**config.mk**
```make
export PLATFORM = sky130hd
export DESIGN_NAME = ptimer_top
export DESIGN_NICKNAME = d
export VERILOG_FILES = /design/src/rtl/ptimer_pkg.sv /design/src/rtl/ptimer_prescale.sv /design/src/rtl/ptimer_counter.sv /design/src/rtl/ptimer_status.sv /design/src/rtl/ptimer_top.sv
export SDC_FILE = /design/constraint.sdc
export NUM_CORES = 1
export LEC_CHECK = 0
export BUFFER_PORTS_ARGS = -buffer_cell sky130_fd_sc_hd__clkbuf_2
export CAP_MARGIN = 25
export CORE_MARGIN = 5
export CORE_UTILIZATION = 50
export DETAILED_ROUTE_END_ITERATION = 12
export PLACE_DENSITY = 0.76
export SKIP_CTS_REPAIR_TIMING = 1
export SYNTH_ARGS = -nofsm -noshare
export SYNTH_HDL_FRONTEND = slang
export SYNTH_SLANG_ARGS = --single-unit
```
**constraint.sdc**
```tcl
create_clock -name clk -period 3.04 [get_ports clk]
set_input_delay 0.152 -clock clk [delete_from_list [all_inputs] [get_ports clk]]
set_output_delay 0.152 -clock clk [all_outputs]
set_load 0.01 [all_outputs]
```
**src/rtl/ptimer_pkg.sv**
```systemverilog
`timescale 1ns/100ps
package ptimer_pkg;
   localparam int REG_ADDR_W = 2;
   localparam logic [REG_ADDR_W-1:0] A_CFG = 2'd0;
   localparam logic [REG_ADDR_W-1:0] A_CNT = 2'd1;
   localparam logic [REG_ADDR_W-1:0] A_STS = 2'd2;
   localparam logic [REG_ADDR_W-1:0] A_IEN = 2'd3;
endpackage

```
**src/rtl/ptimer_prescale.sv**
```systemverilog
`timescale 1ns/100ps
module ptimer_prescale #(
   parameter int TICK_CYC = 12500
) (
   input  logic clk,
   input  logic rst_n,
   input  logic run,
   input  logic restart,
   output logic tick
);
   if (TICK_CYC < 1) begin : g_bad
      $error("TICK_CYC must be at least 1");
   end

   if (TICK_CYC == 1) begin : g_pass
      assign tick = run;
   end else begin : g_div
      localparam int PW = $clog2(TICK_CYC);
      localparam logic [PW-1:0] LAST = PW'(TICK_CYC - 1);
      logic [PW-1:0] pre_q;

      always_ff @(posedge clk or negedge rst_n) begin
         if (!rst_n)                pre_q <= '0;
         else if (!run || restart)  pre_q <= '0;
         else if (pre_q == LAST)    pre_q <= '0;
         else                       pre_q <= pre_q + 1'b1;
      end

      assign tick = run && (pre_q == LAST);


      tick_gap_chk: assert property (@(posedge clk) disable iff (!rst_n)
         tick |=> !tick);

      held_clear_chk: assert property (@(posedge clk) disable iff (!rst_n)
         !run |=> pre_q == '0);
   end
endmodule

```
**src/rtl/ptimer_counter.sv**
```systemverilog
`timescale 1ns/100ps
module ptimer_counter #(
   parameter int CNT_W = 16
) (
   input  logic             clk,
   input  logic             rst_n,
   input  logic             load,
   input  logic [CNT_W-1:0] load_val,
   input  logic             tick,
   output logic [CNT_W-1:0] cnt,
   output logic             wrap
);
   logic [CNT_W-1:0] cnt_q;

   assign wrap = tick && !load && (cnt_q == '0);

   always_ff @(posedge clk or negedge rst_n) begin
      if (!rst_n)     cnt_q <= '1;
      else if (load)  cnt_q <= load_val;
      else if (tick)  cnt_q <= cnt_q - 1'b1;
   end

   assign cnt = cnt_q;


   load_val_chk: assert property (@(posedge clk) disable iff (!rst_n)
      load |=> cnt_q == $past(load_val));

   step_down_chk: assert property (@(posedge clk) disable iff (!rst_n)
      (tick && !load && cnt_q != '0) |=> cnt_q == $past(cnt_q - 1'b1));

   wrap_top_chk: assert property (@(posedge clk) disable iff (!rst_n)
      wrap |=> &cnt_q);

   idle_hold_chk: assert property (@(posedge clk) disable iff (!rst_n)
      (!tick && !load) |=> $stable(cnt_q));
endmodule

```
**src/rtl/ptimer_status.sv**
```systemverilog
`timescale 1ns/100ps
module ptimer_status (
   input  logic clk,
   input  logic rst_n,
   input  logic ev,
   input  logic ien_wr,
   input  logic ien_val,
   input  logic clr,
   output logic sts,
   output logic ien,
   output logic irq
);
   logic sts_q, ien_q, set_now;

   assign set_now = ev && ien_q;

   always_ff @(posedge clk or negedge rst_n) begin
      if (!rst_n)       sts_q <= 1'b0;
      else if (set_now) sts_q <= 1'b1;
      else if (clr)     sts_q <= 1'b0;
   end

   always_ff @(posedge clk or negedge rst_n) begin
      if (!rst_n)      ien_q <= 1'b0;
      else if (ien_wr) ien_q <= ien_val;
   end

   assign sts = sts_q;
   assign ien = ien_q;
   assign irq = sts_q && ien_q;


   gated_set_chk: assert property (@(posedge clk) disable iff (!rst_n)
      $rose(sts_q) |-> $past(ien_q) && $past(ev));

   sticky_chk: assert property (@(posedge clk) disable iff (!rst_n)
      (sts_q && !clr) |=> sts_q);

   set_wins_chk: assert property (@(posedge clk) disable iff (!rst_n)
      (ev && ien_q && clr) |=> sts_q);
endmodule

```
**src/rtl/ptimer_top.sv**
```systemverilog
`timescale 1ns/100ps
module ptimer_top #(
   parameter int TICK_CYC = 12500,
   parameter int CNT_W    = 16,
   parameter int DATA_W   = 32
) (
   input  logic                            clk,
   input  logic                            rst_n,
   input  logic                            wr_en,
   input  logic [ptimer_pkg::REG_ADDR_W-1:0] wr_addr,
   input  logic [DATA_W-1:0]               wr_data,
   input  logic [ptimer_pkg::REG_ADDR_W-1:0] rd_addr,
   output logic [DATA_W-1:0]               rd_data,
   output logic                            irq
);
   import ptimer_pkg::*;

   localparam int EN_BIT = CNT_W;

   if (DATA_W < CNT_W + 1) begin : g_bad_w
      $error("DATA_W must hold the preload field plus the enable bit");
   end

   logic             en_q, new_en, cfg_wr, load, tick, wrap;
   logic             sts, ien;
   logic [CNT_W-1:0] preload_q, cnt;

   assign cfg_wr = wr_en && (wr_addr == A_CFG);
   assign new_en = wr_data[EN_BIT];
   assign load   = cfg_wr && new_en;

   always_ff @(posedge clk or negedge rst_n) begin
      if (!rst_n) begin
         en_q      <= 1'b0;
         preload_q <= '1;
      end else if (cfg_wr) begin
         en_q <= new_en;
         if (en_q && !new_en) preload_q <= '1;
         else                 preload_q <= wr_data[CNT_W-1:0];
      end
   end

   ptimer_prescale #(.TICK_CYC(TICK_CYC)) u_pre (
      .clk(clk), .rst_n(rst_n), .run(en_q), .restart(load), .tick(tick));

   ptimer_counter #(.CNT_W(CNT_W)) u_cnt (
      .clk(clk), .rst_n(rst_n), .load(load), .load_val(wr_data[CNT_W-1:0]),
      .tick(tick), .cnt(cnt), .wrap(wrap));

   ptimer_status u_sts (
      .clk(clk), .rst_n(rst_n), .ev(wrap),
      .ien_wr(wr_en && (wr_addr == A_IEN)), .ien_val(wr_data[0]),
      .clr(wr_en && (wr_addr == A_STS) && wr_data[0]),
      .sts(sts), .ien(ien), .irq(irq));

   always_comb begin
      rd_data = '0;
      case (rd_addr)
         A_CFG: begin
            rd_data[CNT_W-1:0] = preload_q;
            rd_data[EN_BIT]    = en_q;
         end
         A_CNT:   rd_data[CNT_W-1:0] = cnt;
         A_STS:   rd_data[0] = sts;
         default: rd_data[0] = ien;
      endcase
   end


   drop_preload_chk: assert property (@(posedge clk) disable iff (!rst_n)
      (cfg_wr && en_q && !new_en) |=> &preload_q);

   irq_needs_ien_chk: assert property (@(posedge clk) disable iff (!rst_n)
      irq |-> ien);
endmodule

```
==> flow_metrics.env <==
export IMPL_start_util_pct=51.8
export IMPL_power_internal_w=0.00112
export IMPL_n_antenna_cell=0
export IMPL_post_route_min_period_ns=2.44
export IMPL_synth_top_area_share_pct=29.3
export IMPL_hold_violations=17
export IMPL_status="finished, violations left"
export IMPL_dp_hpwl_um=4420
export IMPL_critPathArrivalTime_ns=2.67
export IMPL_crit_type="flip-flop to flip-flop"
export IMPL_fin_skew_ns=0.0111
export IMPL_ios=72
export IMPL_syn_mean_instance_area_um2=9.09
export IMPL_multi_input_area_um2=1430
export IMPL_gp_congestion=0.825
export IMPL_synth_seq_cells=49
export IMPL_detail_route_wl_per_cell_um=14.4
export IMPL_first_pass_iters=4
export IMPL_reg2reg_to="u_cnt.cnt[13]"
export IMPL_postSynth_asyncResetShare_pct=100
export IMPL_swShare_pct=29.2
export IMPL_cts_tree="yes"
export IMPL_drc_errors=0
export IMPL_syn_area_um2=2870
export IMPL_power_density_nw_per_um2=504
export IMPL_io_buffers=41
export IMPL_clock_latency_ns=0.30
export IMPL_p_seq_share_pct=56.0
export IMPL_grt_pass1_vias=2249
export IMPL_timing_rr_start="u_cnt.cnt[3]"
export IMPL_r2r_cells=4
export IMPL_place_area_um2=3050
export IMPL_power_w=0.00158
export IMPL_p_clk_share_pct=24.5
export IMPL_setup_tns_ns=0
export IMPL_vias=2356
export IMPL_path_max_fanout=19
export IMPL_synth_largest_area_cell="dfstp_2"
export IMPL_cts_root_buf="clkbuf_8"
export IMPL_design_area_um2=3140
export IMPL_synth_cells=316
export IMPL_ctsLongestPathBuffers=2
export IMPL_grt_max_degree=36
export IMPL_fp_dieH_um=85.8
export IMPL_synthTopCellsByArea="dfstp_2, dfrtp_1, nor2_1, mux2i_1, buf_4"
export IMPL_final_period_utilization_pct=80.3
export IMPL_cts_clk_slew_worst_paths_ns=0.09
export IMPL_grt_pass1_wl_um=10600
export IMPL_drtIter0Drc=136
export IMPL_required_ns=3.27
export IMPL_syn_to_final_growth_pct=9.41
export IMPL_core_area_um2=5540
export IMPL_cts_htree_levels=2
export IMPL_drv_slew=0
export IMPL_ys_flop_type="dfstp_2"
export IMPL_drt_total_wl_um=6140
export IMPL_leakagePower_nw=1.28
export IMPL_p_sw_w=0.000463
export IMPL_cts_made_buffers=5
export IMPL_fp_row_count=27
export IMPL_yosysWarnings=0
export IMPL_nets=393
export IMPL_setup_viol=0
export IMPL_die_width_um=85.8
export IMPL_cp_end_kind="flip-flop"
export IMPL_reg2reg_setup_slack_ns=0.60
export IMPL_n_fill_cell=515
export IMPL_max_slew_worst_pin_slew_ns=0.845
export IMPL_die_area_um2=7360
export IMPL_post_drt_via_cell_ratio=5.54
export IMPL_power_frac_comb_pct=19.5
export IMPL_holdWs_ns=-0.0567
export IMPL_maxCapViolations=0
export IMPL_cts_sinks=49
export IMPL_seqCellArea_um2=1270
export IMPL_drive_above_1_share_pct=27.5
export IMPL_ys_seq_area_share_pct=44.1
export IMPL_antenna_found_initial=0
export IMPL_peakVddDrop_mv=0.234
export IMPL_min_path_type="primary input to async pin"
export IMPL_postRouteAntennaNets=0
export IMPL_ys_types=46
export IMPL_worst_setup_path_start_kind="flip-flop"
export IMPL_max_slew_margin_pct=43.6
export IMPL_synth_edf_count=0
export IMPL_overflow=0
export IMPL_grt_usage_pct=17.7
export IMPL_clock_fmax_mhz=410
export IMPL_rsz0062_at_grt="no"
export IMPL_violations="negative hold slack"
## state kept, by name, indices dropped and copies added, names as in the netlist
name / cells
preload_q: 16
u_cnt.cnt: 16
u_pre.g_div.pre_q: 14
en_q: 1
u_sts.ien: 1
u_sts.sts: 1
## per-stage QoR
stage / utilization (%) / hold WS [ns] / std cells / setup slack (ns)
floorplan: - / -0.144 / 330 / 0.921
global placement: 55.1 / 0.305 / 417 / 0.661
detailed placement: 55.1 / 0.307 / 417 / 0.620
CTS: 56.7 / -0.0203 / 425 / 0.602
global route: 56.7 / 0.0183 / 425 / 0.499
finish: 56.7 / -0.0567 / 425 / 0.600
## worst max-delay path by stage
stage / slack [ns] / start / endpoint / depth (start not counted)
floorplan: 0.92 / u_cnt.cnt[5] / u_cnt.cnt[11] / 5
global placement: 0.66 / u_cnt.cnt[5] / u_cnt.cnt[11] / 4
detailed placement: 0.62 / u_cnt.cnt[5] / u_cnt.cnt[13] / 4
CTS: 0.60 / u_cnt.cnt[3] / u_cnt.cnt[13] / 4
global route: 0.50 / u_cnt.cnt[3] / u_cnt.cnt[9] / 4
finish: 0.60 / u_cnt.cnt[3] / u_cnt.cnt[13] / 4
## routing by layer
metal | track usage (%) | vias up | routed length (um) | share of wire [%]
met4 | 4.89 | 0 | 72 | 1.2
met1 | 23.4 | 1134 | 2740 | 45
met2 | 30.3 | 54 | 3070 | 50
met5 | 0 | - | 0 | 0
met3 | 2.40 | 7 | 253 | 4.1
li1 | - | 1161 | - | -
## cell families after synthesis
group | after synthesis | synth area share (%)
fa+ha+maj | 2 | 0.871
simple gates | 148 | 26.0
xor+xnor | 12 | 3.66
buf+inv | 37 | 8.10
other cells | 1 | 0.131
mux | 17 | 6.41
flops | 49 | 44.1
compound gates | 50 | 10.7
## final cells by class
cell class / instances / share of cell area (%)
multi-input cells: 244 / 45.5
clock buffers: 8 / 2.87
inverters: 6 / 0.717
repair buffers: 46 / 7.73
flip-flops and latches: 49 / 40.3
well taps: 72 / 2.87
## cells in the mapped netlist (2+ instances only)
cell,count
nand4_1,5
or4_4,2
ha_1,2
and2_1,2
a21oi_1,16
o211ai_1,2
clkbuf_8,2
xor2_1,2
nor4_1,3
dfrtp_1,17
or3_1,5
xnor2_1,10
inv_1,6
o31ai_1,12
clkbuf_1,10
mux2i_1,15
dfstp_2,32
nand2_1,6
a31oi_1,15
o21ai_0,3
nand4b_1,2
nand3_1,8
nor2_1,82
nor3_1,5
or4_1,15
or2_2,3
buf_4,15
## worst max-delay path: stages (launching register included)
cell and delay [ns]:
dfstp_2 0.41, or4_4 0.52, or4_1 0.69, or4_1 0.56
a31oi_1 0.19
## power by group through the flow
stage / combinational (W) / clock [W] / sequential (W)
CTS: 0.000314 / 0.000402 / 0.000886
finish: 0.000309 / 0.000387 / 0.000887
global placement: 0.000304 / 0 / 0.000891
detailed placement: 0.000313 / 0 / 0.000898
floorplan: 0.000230 / 0 / 0.000868
global route: 0.000352 / 0.000429 / 0.000905
## cell usage in the layout (no fill, tap or decap), types with 2 or more instances in the layout
cell and instances:
nor2_1 82, clkbuf_2 41, dfstp_2 32, dfrtp_1 17
a21oi_1 16, mux2i_1 15, or4_1 15, a31oi_1 15
conb_1 15, o31ai_1 12, xnor2_1 10, nand3_1 8
inv_1 6, nand2_1 6, clkbuf_8 6, nand4_1 5
nor3_1 5, or3_1 5, buf_4 5, nor4_1 3
o21ai_0 3, or2_2 3, nand4b_1 2, o211ai_1 2
xor2_1 2, and2_1 2, or4_4 2, ha_1 2
clkbuf_1 2
No activity file was read; power rests on OpenSTA's default activity.
